**src/rtl/alarm_irq_pkg.sv**
```systemverilog
// Shared constants and the control-field type of the alarm interrupt router.
// Assumes a register address space of at most 16 locations.
package alarm_irq_pkg;
    localparam int ADDR_CMD    = 'hB;
    localparam int ADDR_TOD_A  = 'h3;
    localparam int ADDR_TOD_B  = 'h5;
    localparam int ADDR_TOD_C  = 'h7;
    localparam int ADDR_WD_LO  = 'hC;
    localparam int ADDR_WD_HI  = 'hD;
    localparam int NUM_PINS    = 2;
    localparam int PIN_P       = 0;
    localparam int PIN_B       = 1;

    // Software-owned part of the command register, bit 7 down to bit 2.
    typedef struct packed {
        logic xfer_en;
        logic swap;
        logic b_high;
        logic pulse;
        logic wd_mask;
        logic tod_mask;
    } ctrl_t;
endpackage

```
**src/rtl/irq_cmd_regs.sv**
```systemverilog
// Command register and the two sticky alarm flags.
// Assumes acc_valid marks exactly one access per cycle; set events win
// over clearing accesses in the same cycle.
module irq_cmd_regs
    import alarm_irq_pkg::*;
#(
    parameter int ADDR_W = 4
) (
    input  logic              clk,
    input  logic              rst_n,
    input  logic              acc_valid,
    input  logic              acc_write,
    input  logic [ADDR_W-1:0] acc_addr,
    input  logic [7:0]        acc_wdata,
    input  logic              tod_event,
    input  logic              wdog_event,
    output ctrl_t             ctrl,
    output logic              tod_flag,
    output logic              wd_flag
);
    logic hit_cmd;
    logic hit_tod;
    logic hit_wd;

    // Decode which register group the current access touches.
    always_comb begin
        hit_cmd = acc_valid && (acc_addr == ADDR_W'(ADDR_CMD));
        hit_tod = acc_valid && ((acc_addr == ADDR_W'(ADDR_TOD_A)) ||
                                (acc_addr == ADDR_W'(ADDR_TOD_B)) ||
                                (acc_addr == ADDR_W'(ADDR_TOD_C)));
        hit_wd  = acc_valid && ((acc_addr == ADDR_W'(ADDR_WD_LO)) ||
                                (acc_addr == ADDR_W'(ADDR_WD_HI)));
    end

    // Load the software-owned bits on a command write.
    always_ff @(posedge clk) begin
        if (!rst_n)
            ctrl <= '0;
        else if (hit_cmd && acc_write)
            ctrl <= ctrl_t'(acc_wdata[7:2]);
    end

    // Sticky flags: set by the strobe, cleared by a source-register access.
    always_ff @(posedge clk) begin
        if (!rst_n) begin
            tod_flag <= 1'b0;
            wd_flag  <= 1'b0;
        end else begin
            tod_flag <= tod_event  | (tod_flag & ~hit_tod);
            wd_flag  <= wdog_event | (wd_flag  & ~hit_wd);
        end
    end
endmodule

```
**src/rtl/irq_pulse_timer.sv**
```systemverilog
// Retriggerable one-shot: busy for CYCLES clocks after the last trigger.
// Assumes CYCLES >= 1.
module irq_pulse_timer #(
    parameter int CYCLES = 300000
) (
    input  logic clk,
    input  logic rst_n,
    input  logic trigger,
    output logic busy
);
    localparam int CNT_W = $clog2(CYCLES + 1);

    logic [CNT_W-1:0] remain;

    // Reload on trigger, otherwise count down to zero.
    always_ff @(posedge clk) begin
        if (!rst_n)
            remain <= '0;
        else if (trigger)
            remain <= CNT_W'(CYCLES);
        else if (remain != '0)
            remain <= remain - 1'b1;
    end

    // The pulse lasts while any count remains.
    always_comb busy = (remain != '0);
endmodule

```
**src/rtl/irq_pin_route.sv**
```systemverilog
// Maps the two alarm sources onto the two pins under the swap bit and
// applies the masks. Purely combinational.
module irq_pin_route
    import alarm_irq_pkg::*;
(
    input  ctrl_t       ctrl,
    input  logic        tod_flag,
    input  logic        wd_flag,
    input  logic        tod_event,
    input  logic        wdog_event,
    output logic [1:0]  pin_level,
    output logic [1:0]  pin_trig
);
    logic tod_lvl, wd_lvl, tod_trg, wd_trg;

    // Qualify each source by its mask.
    always_comb begin
        tod_lvl = tod_flag   & ~ctrl.tod_mask;
        wd_lvl  = wd_flag    & ~ctrl.wd_mask;
        tod_trg = tod_event  & ~ctrl.tod_mask;
        wd_trg  = wdog_event & ~ctrl.wd_mask;
    end

    // Steer the qualified sources to pin P and pin B.
    always_comb begin
        if (ctrl.swap) begin
            pin_level[PIN_P] = tod_lvl;
            pin_trig[PIN_P]  = tod_trg;
            pin_level[PIN_B] = wd_lvl;
            pin_trig[PIN_B]  = wd_trg;
        end else begin
            pin_level[PIN_P] = wd_lvl;
            pin_trig[PIN_P]  = wd_trg;
            pin_level[PIN_B] = tod_lvl;
            pin_trig[PIN_B]  = tod_trg;
        end
    end
endmodule

```
**src/rtl/alarm_irq_ctrl.sv**
```systemverilog
// Top of the alarm interrupt router: command register, flags, routing,
// per-pin pulse timers and open-drain style pin enables.
// Assumes event strobes and accesses are one-cycle, synchronous to clk.
module alarm_irq_ctrl
    import alarm_irq_pkg::*;
#(
    parameter int ADDR_W       = 4,
    parameter int PULSE_CYCLES = 300000
) (
    input  logic              clk,
    input  logic              rst_n,
    input  logic              acc_valid,
    input  logic              acc_write,
    input  logic [ADDR_W-1:0] acc_addr,
    input  logic [7:0]        acc_wdata,
    input  logic              tod_event,
    input  logic              wdog_event,
    output logic [7:0]        cmd_rdata,
    output logic              transfer_en,
    output logic              irq_p_sink,
    output logic              irq_b_oe,
    output logic              irq_b_out
);
    ctrl_t      ctrl;
    logic       tod_flag;
    logic       wd_flag;
    logic [1:0] pin_level;
    logic [1:0] pin_trig;
    logic [1:0] pin_busy;
    logic [1:0] pin_act;

    irq_cmd_regs #(.ADDR_W(ADDR_W)) u_regs (
        .clk        (clk),
        .rst_n      (rst_n),
        .acc_valid  (acc_valid),
        .acc_write  (acc_write),
        .acc_addr   (acc_addr),
        .acc_wdata  (acc_wdata),
        .tod_event  (tod_event),
        .wdog_event (wdog_event),
        .ctrl       (ctrl),
        .tod_flag   (tod_flag),
        .wd_flag    (wd_flag)
    );

    irq_pin_route u_route (
        .ctrl       (ctrl),
        .tod_flag   (tod_flag),
        .wd_flag    (wd_flag),
        .tod_event  (tod_event),
        .wdog_event (wdog_event),
        .pin_level  (pin_level),
        .pin_trig   (pin_trig)
    );

    for (genvar gi = 0; gi < NUM_PINS; gi++) begin : g_pin
        irq_pulse_timer #(.CYCLES(PULSE_CYCLES)) u_timer (
            .clk     (clk),
            .rst_n   (rst_n),
            .trigger (pin_trig[gi]),
            .busy    (pin_busy[gi])
        );

        // Pick pulse or level behaviour for this pin.
        always_comb pin_act[gi] = ctrl.pulse ? pin_busy[gi] : pin_level[gi];
    end

    // Present register state and drive the pins.
    always_comb begin
        cmd_rdata   = {ctrl, wd_flag, tod_flag};
        transfer_en = ctrl.xfer_en;
        irq_p_sink  = pin_act[PIN_P];
        irq_b_oe    = pin_act[PIN_B];
        irq_b_out   = pin_act[PIN_B] & ctrl.b_high;
    end
endmodule

```
**config.mk**
```make
export PLATFORM = sky130hd
export DESIGN_NAME = alarm_irq_ctrl
export DESIGN_NICKNAME = d
export VERILOG_FILES = /design/src/rtl/alarm_irq_pkg.sv /design/src/rtl/irq_cmd_regs.sv /design/src/rtl/irq_pulse_timer.sv /design/src/rtl/irq_pin_route.sv /design/src/rtl/alarm_irq_ctrl.sv
export SDC_FILE = /design/constraint.sdc
export NUM_CORES = 1
export LEC_CHECK = 0
export BUFFER_PORTS_ARGS = -buffer_cell sky130_fd_sc_hd__buf_2
export CAP_MARGIN = 20
export CORE_MARGIN = 10
export CORE_UTILIZATION = 45
export DETAILED_ROUTE_END_ITERATION = 16
export SYNTH_ARGS = -nofsm -noshare
export SYNTH_HDL_FRONTEND = slang
export SYNTH_SLANG_ARGS = --single-unit
```
**constraint.sdc**
```tcl
create_clock -name clk -period 2.29 [get_ports clk]
set_input_delay 0 -clock clk [delete_from_list [all_inputs] [get_ports clk]]
set_output_delay 0 -clock clk [all_outputs]
set_load 0.05 [all_outputs]
```
Word-level counts from Yosys, hierarchy flattened --
Index checks and enable logic that the tools add are counted.
Cells by class: bitwise logic cells 14, equality and inequality tests 6, muxes and demuxes 8, reductions and logical operators 13, add/sub/neg operators 2
Operator list (count):
- two-way mux 19 bit | 4
- nonzero test 19 bit | 2
- subtractor 19 x 1 -> 19 bit, second input constant | 2
- == test 4 bit, second input constant | 3
- == test 4 x 3 -> 1 bit, second input constant | 2
- bitwise AND 1 bit | 7
- NOT 1 bit | 5
- == test 4 x 2 -> 1 bit, second input constant | 1
- logical AND 1 bit | 4
- two-way mux 2 bit | 2
- nonzero test 2 bit | 2
- OR reduction 2 bit | 2
- logical OR 1 bit | 3
- two-way mux 1 bit | 2
- bitwise OR 1 bit | 2
Storage, ports and cells: bits of input ports 18, word-level logic and storage cells 55, bits in registers 46

Logic depth before layout (Yosys ltp) --
depth in word-level cells 7, depth in mapped cells 7

Modules after synthesis --
A second synthesis with hierarchy kept.
Unflattened totals: cell total of the unflattened synthesis 320, area total of the unflattened synthesis 2735.1 µm²
By module, submodules not included:
- irq_pulse_timer | times used 2, area each 1121.1 µm², cells an instance 134, sequential area each 380.4 µm²
- irq_cmd_regs | times used 1, area each 359.1 µm², cells an instance 37, sequential area each 160.2 µm²
- irq_pin_route | times used 1, area each 76.3 µm², cells an instance 9, sequential area each 0.0 µm²
- alarm_irq_ctrl | times used 1, area each 57.6 µm², cells an instance 6, sequential area each 0.0 µm²

Worst setup path after synthesis --
Ideal clock, no wire load.
kind register -> output, from register u_regs.ctrl[4] (netlist name), to output irq_b_out, required time 2.290 ns, path slack 0.184 ns, stages on the path, launching flop included 6, data arrival time 2.106 ns, cell sequence dfxtp_1 -> clkbuf_1 -> nand3b_1 -> o311ai_0 -> o31a_1 -> and2_1
Between the ends: cells in the longest elaborated chain, start to end 3
Ends and longest elaborated chain:
- two-way mux 2 bit | RTL line irq_pin_route.sv:26 | if (ctrl.swap) begin
- two-way mux 1 bit | RTL line alarm_irq_ctrl.sv:65 | always_comb pin_act[gi] = ctrl.pulse ? pin_busy[gi] : pin_level[gi];
- net irq_b_oe | RTL line alarm_irq_ctrl.sv:21 | output logic irq_b_oe,
- bitwise AND 1 bit | RTL line alarm_irq_ctrl.sv:74 | irq_b_out = pin_act[PIN_B] & ctrl.b_high;
- end: declaration | RTL line alarm_irq_ctrl.sv:22 | output logic irq_b_out
The timed path passes the listed nets, and every way through them passes these cells.

Worst setup path in the final report --
from register g_pin[0].u_timer.remain[10], to register g_pin[0].u_timer.remain[17]
Between the ends: cells in the longest elaborated chain, start to end 1
Ends and longest elaborated chain:
- start: declaration | RTL line irq_pulse_timer.sv:13 | logic [CNT_W-1:0] remain;
- start signal: assignment | RTL line irq_pulse_timer.sv:20 | remain <= CNT_W'(CYCLES);
- start signal: assignment | RTL line irq_pulse_timer.sv:22 | remain <= remain - 1'b1;
- subtractor 19 x 1 -> 19 bit / nonzero test 19 bit (equally long branches) | RTL line irq_pulse_timer.sv:22, irq_pulse_timer.sv:21
Several ways; a longest one is shown, not always the timed one. A chain may end at the register's enable or synchronous reset.

==> results.md <==
- Core footprint: roughly 0.0052 mm²
- Routed vias: 2360
- Status: complete, no violations
- CP Cell Sequence: or4_1 -> or4_4 -> or4_1 -> a21oi_1
- Leakage: 1.07 nW
- Maximum VDD drop: between 0.3 and 0.4 mV
- CTS Buf Count: 5
- Die span in y: 94.2 µm
- Slew Limit Fails: 0
- GRT overflow: 0
- Yosys reg bits: 46
- Drt initial violations: 168
- CTS tree: built
- Largest net degree at the start of global routing: 20
- Initial antenna violation count: 0
- First-pass GRT wire length: around 11 mm
- Die footprint: roughly 0.0089 mm²
- Synth area leader: dfxtp_1
- Ys flop type: dfxtp_1
- Post-DP HPWL: 4.47 mm
- CTS Sinks: between 40 and 50
- Unrepaired setup endpoints after global routing: no
- Pwr per Cell Area: approximately 640 mW/mm²
- Yosys cell types: 50
- Setup violators final: 0
- Syn Inst Count: just under 300
- Row cnt: 26
- Critical path's largest stage delay: 660 ps
- Routability cong.: around 0.8
- Minimum clock period: around 2200 ps
- Synth top area cells: dfxtp_1 (37%), or4_1 (4.2%), mux2i_1 (4.0%)
- Worst slew margin: about 64%
- Maximum clock rate: approximately 460 MHz
- Netlist Area Pre-Place: between 0.002 and 0.0025 mm²
- Area occupied by registers: about 900 µm²
- Share of cells above drive strength 1: ~18%
- Global-route usage over all layers: 14.6%
- Setup TNS: 0 ps
- Critical path startpoint category: flop
- Drt wl/cell: about 15 µm
- Clk slew on worst S/H paths: about 80 ps
- Vias in the first global route: between 2k and 2.5k
- Starting density of the core: approximately 47%
- Nets@finish: ~360
- Hold Crit Class: primary input to flop
- YS warnings: 0
- Crit path max-delay family: simple AND/OR/NAND/NOR gates
- H-tree levels: 2
- Final Power: about 1.9 mW
- Critical Path Sink Type: flop
- Post-DRT Antenna Nets: 0
- WS Path Type: flop to flop
- Placed cell areas: around 0.0027 mm²
- Input/output buffers: 27
- Period utilization: 94.4%
- Number of flops mapped to enable cells by yosys: 0
- Most frequent cells in the layout: dfxtp_1 (46), buf_2 (27), nor2_1 (25), a21oi_1 (17), o21ai_0 (17)
- Post-synthesis sequential area ratio: a little under two fifths
- Syn Nets: ~320
- WP buf/inv: 0
- Top-area cell type share of the netlist area: a little under two fifths
- Critical path's most frequent cell: or4_1
- Clock Skew: approximately 5.6 ps
- Ys async rst share: 0%
- Skew-Pair Late Insertion Delay: between 200 and 300 ps
- Most common cell after layout, fill and taps aside: dfxtp_1
- Layout overhead on the synthesized area: 17.5%
- Worst Max-Slew Pin Slew: between 500 and 600 ps
- Crit path DAT: between 2000 and 2500 ps
- Hold Fails Final Rpt: 0
- CP max stage cell: or4_1
- Max Buffers Root-to-Sink: 2
- Synthesized area per cell: roughly 8.4 µm²
- Post-layout instance area: about 0.0029 mm²
- Drt first pass iters: 4
- # DRC: 0
- Die width: approximately 94 µm
- Drt via density: 5.81
- Worst EP required: 2520 ps
- Multi-input gate area: between 0.001 and 0.0015 mm²
- Max-cap violations: 0
- Fill count: 500
- N_diodes: 0
- CP max FO: 8
- Post-Route WL: 6.22 mm
- IO Count: 30
- CTS Root Cell: clkbuf_8
==> cells in the mapped netlist (2+ instances only) <==
| cell | number |
|---|---|
| a311oi_1 | 2 |
| or2_2 | 3 |
| and4_1 | 2 |
| buf_4 | 3 |
| nand4b_1 | 2 |
| dfxtp_1 | 46 |
| or4_4 | 2 |
| nor3b_1 | 5 |
| nand4_1 | 5 |
| nand2b_1 | 5 |
| o41ai_1 | 5 |
| o31ai_1 | 13 |
| nand3_1 | 2 |
| nor3_1 | 12 |
| o311a_1 | 2 |
| a211oi_1 | 2 |
| nand3b_1 | 3 |
| inv_1 | 10 |
| o21ai_0 | 17 |
| or4_1 | 14 |
| nor2_1 | 25 |
| ha_1 | 4 |
| nand2_1 | 14 |
| or3b_2 | 3 |
| or3_1 | 9 |
| and2_1 | 2 |
| o31a_1 | 3 |
| o21a_1 | 3 |
| a21oi_1 | 17 |
| or4b_1 | 2 |
| a31oi_1 | 10 |
| nor4_1 | 11 |
| clkbuf_1 | 11 |
| mux2i_1 | 10 |
==> through the flow <==
step	setup WS, ps	hold WS (ps)	util, %	instances
finish	128	27.7	55.6	406
global route	1.02	22.8	55.6	406
CTS	92.8	19.6	55.3	405
detailed placement	173	244	52.0	389
global placement	175	241	52.0	389
floorplan	184	117	-	295
==> final cells by class <==
cell class | instances | share of cell area (%)
Multi-Input combinational cell | 222 | 49.7
Sequential cell | 46 | 31.6
Timing Repair Buffer | 50 | 11.3
Tap cell | 70 | 3.01
Clock buffer | 7 | 2.97
Inverter | 10 | 1.29
Clock inverter | 1 | 0.172
==> sequential cells by signal (all words and copies together), names as in the netlist <==
signal,flops
u_regs.ctrl,6
g_pin.u_timer.remain,38
u_regs.tod_flag,1
u_regs.wd_flag,1
==> worst paths after layout <==
check | to | startpoint | depth (start not counted) | slack [ps]
min | g_pin[1].u_timer.remain[12] | rst_n | 2 | 30
max | g_pin[0].u_timer.remain[17] | g_pin[0].u_timer.remain[10] | 4 | 130
min reg2reg | g_pin[0].u_timer.remain[15] | g_pin[0].u_timer.remain[15] | 2 | 500
max reg2reg | g_pin[0].u_timer.remain[17] | g_pin[0].u_timer.remain[10] | 4 | 130
==> metal layers <==
layer  vias up  global-route usage (%)  wire length (µm)  part of all wire [%]
met2        53                    21.7              2650                    43
li1       1208                       -                 -                     -
met3         4                    3.52               292                   4.7
met1      1095                    20.6              3240                    52
met4         0                    3.29                40                  0.64
met5         -                       0                 0                     0
==> cell families (layout without fill, tap and decap cells) <==
family | Yosys count | in the layout | synth area share, %
XOR/XNOR | 2 | 2 | 0.707
AND/OR/NAND/NOR | 126 | 126 | 29.9
adder cells (fa/ha/maj) | 4 | 4 | 2.02
multiplexers | 10 | 10 | 4.04
AO/OA/AOI/OAI | 80 | 80 | 21.3
buffers and inverters | 27 | 68 | 4.90
flip-flops | 46 | 46 | 37.2
==> repair_timing <==
action	4_1_cts	5_1_grt
endpoints found under the setup margin	0	3
setup buffers	0	1
hold buffers	8	0
resized for setup	0	2
endpoints found under the hold margin	8	0
==> report_power, final <==
part | internal [mW] | switching [mW]
clock network | 0.244 | 0.266
registers | 0.851 | 0.0633
logic | 0.189 | 0.256
No activity file was read; power rests on OpenSTA's default activity.
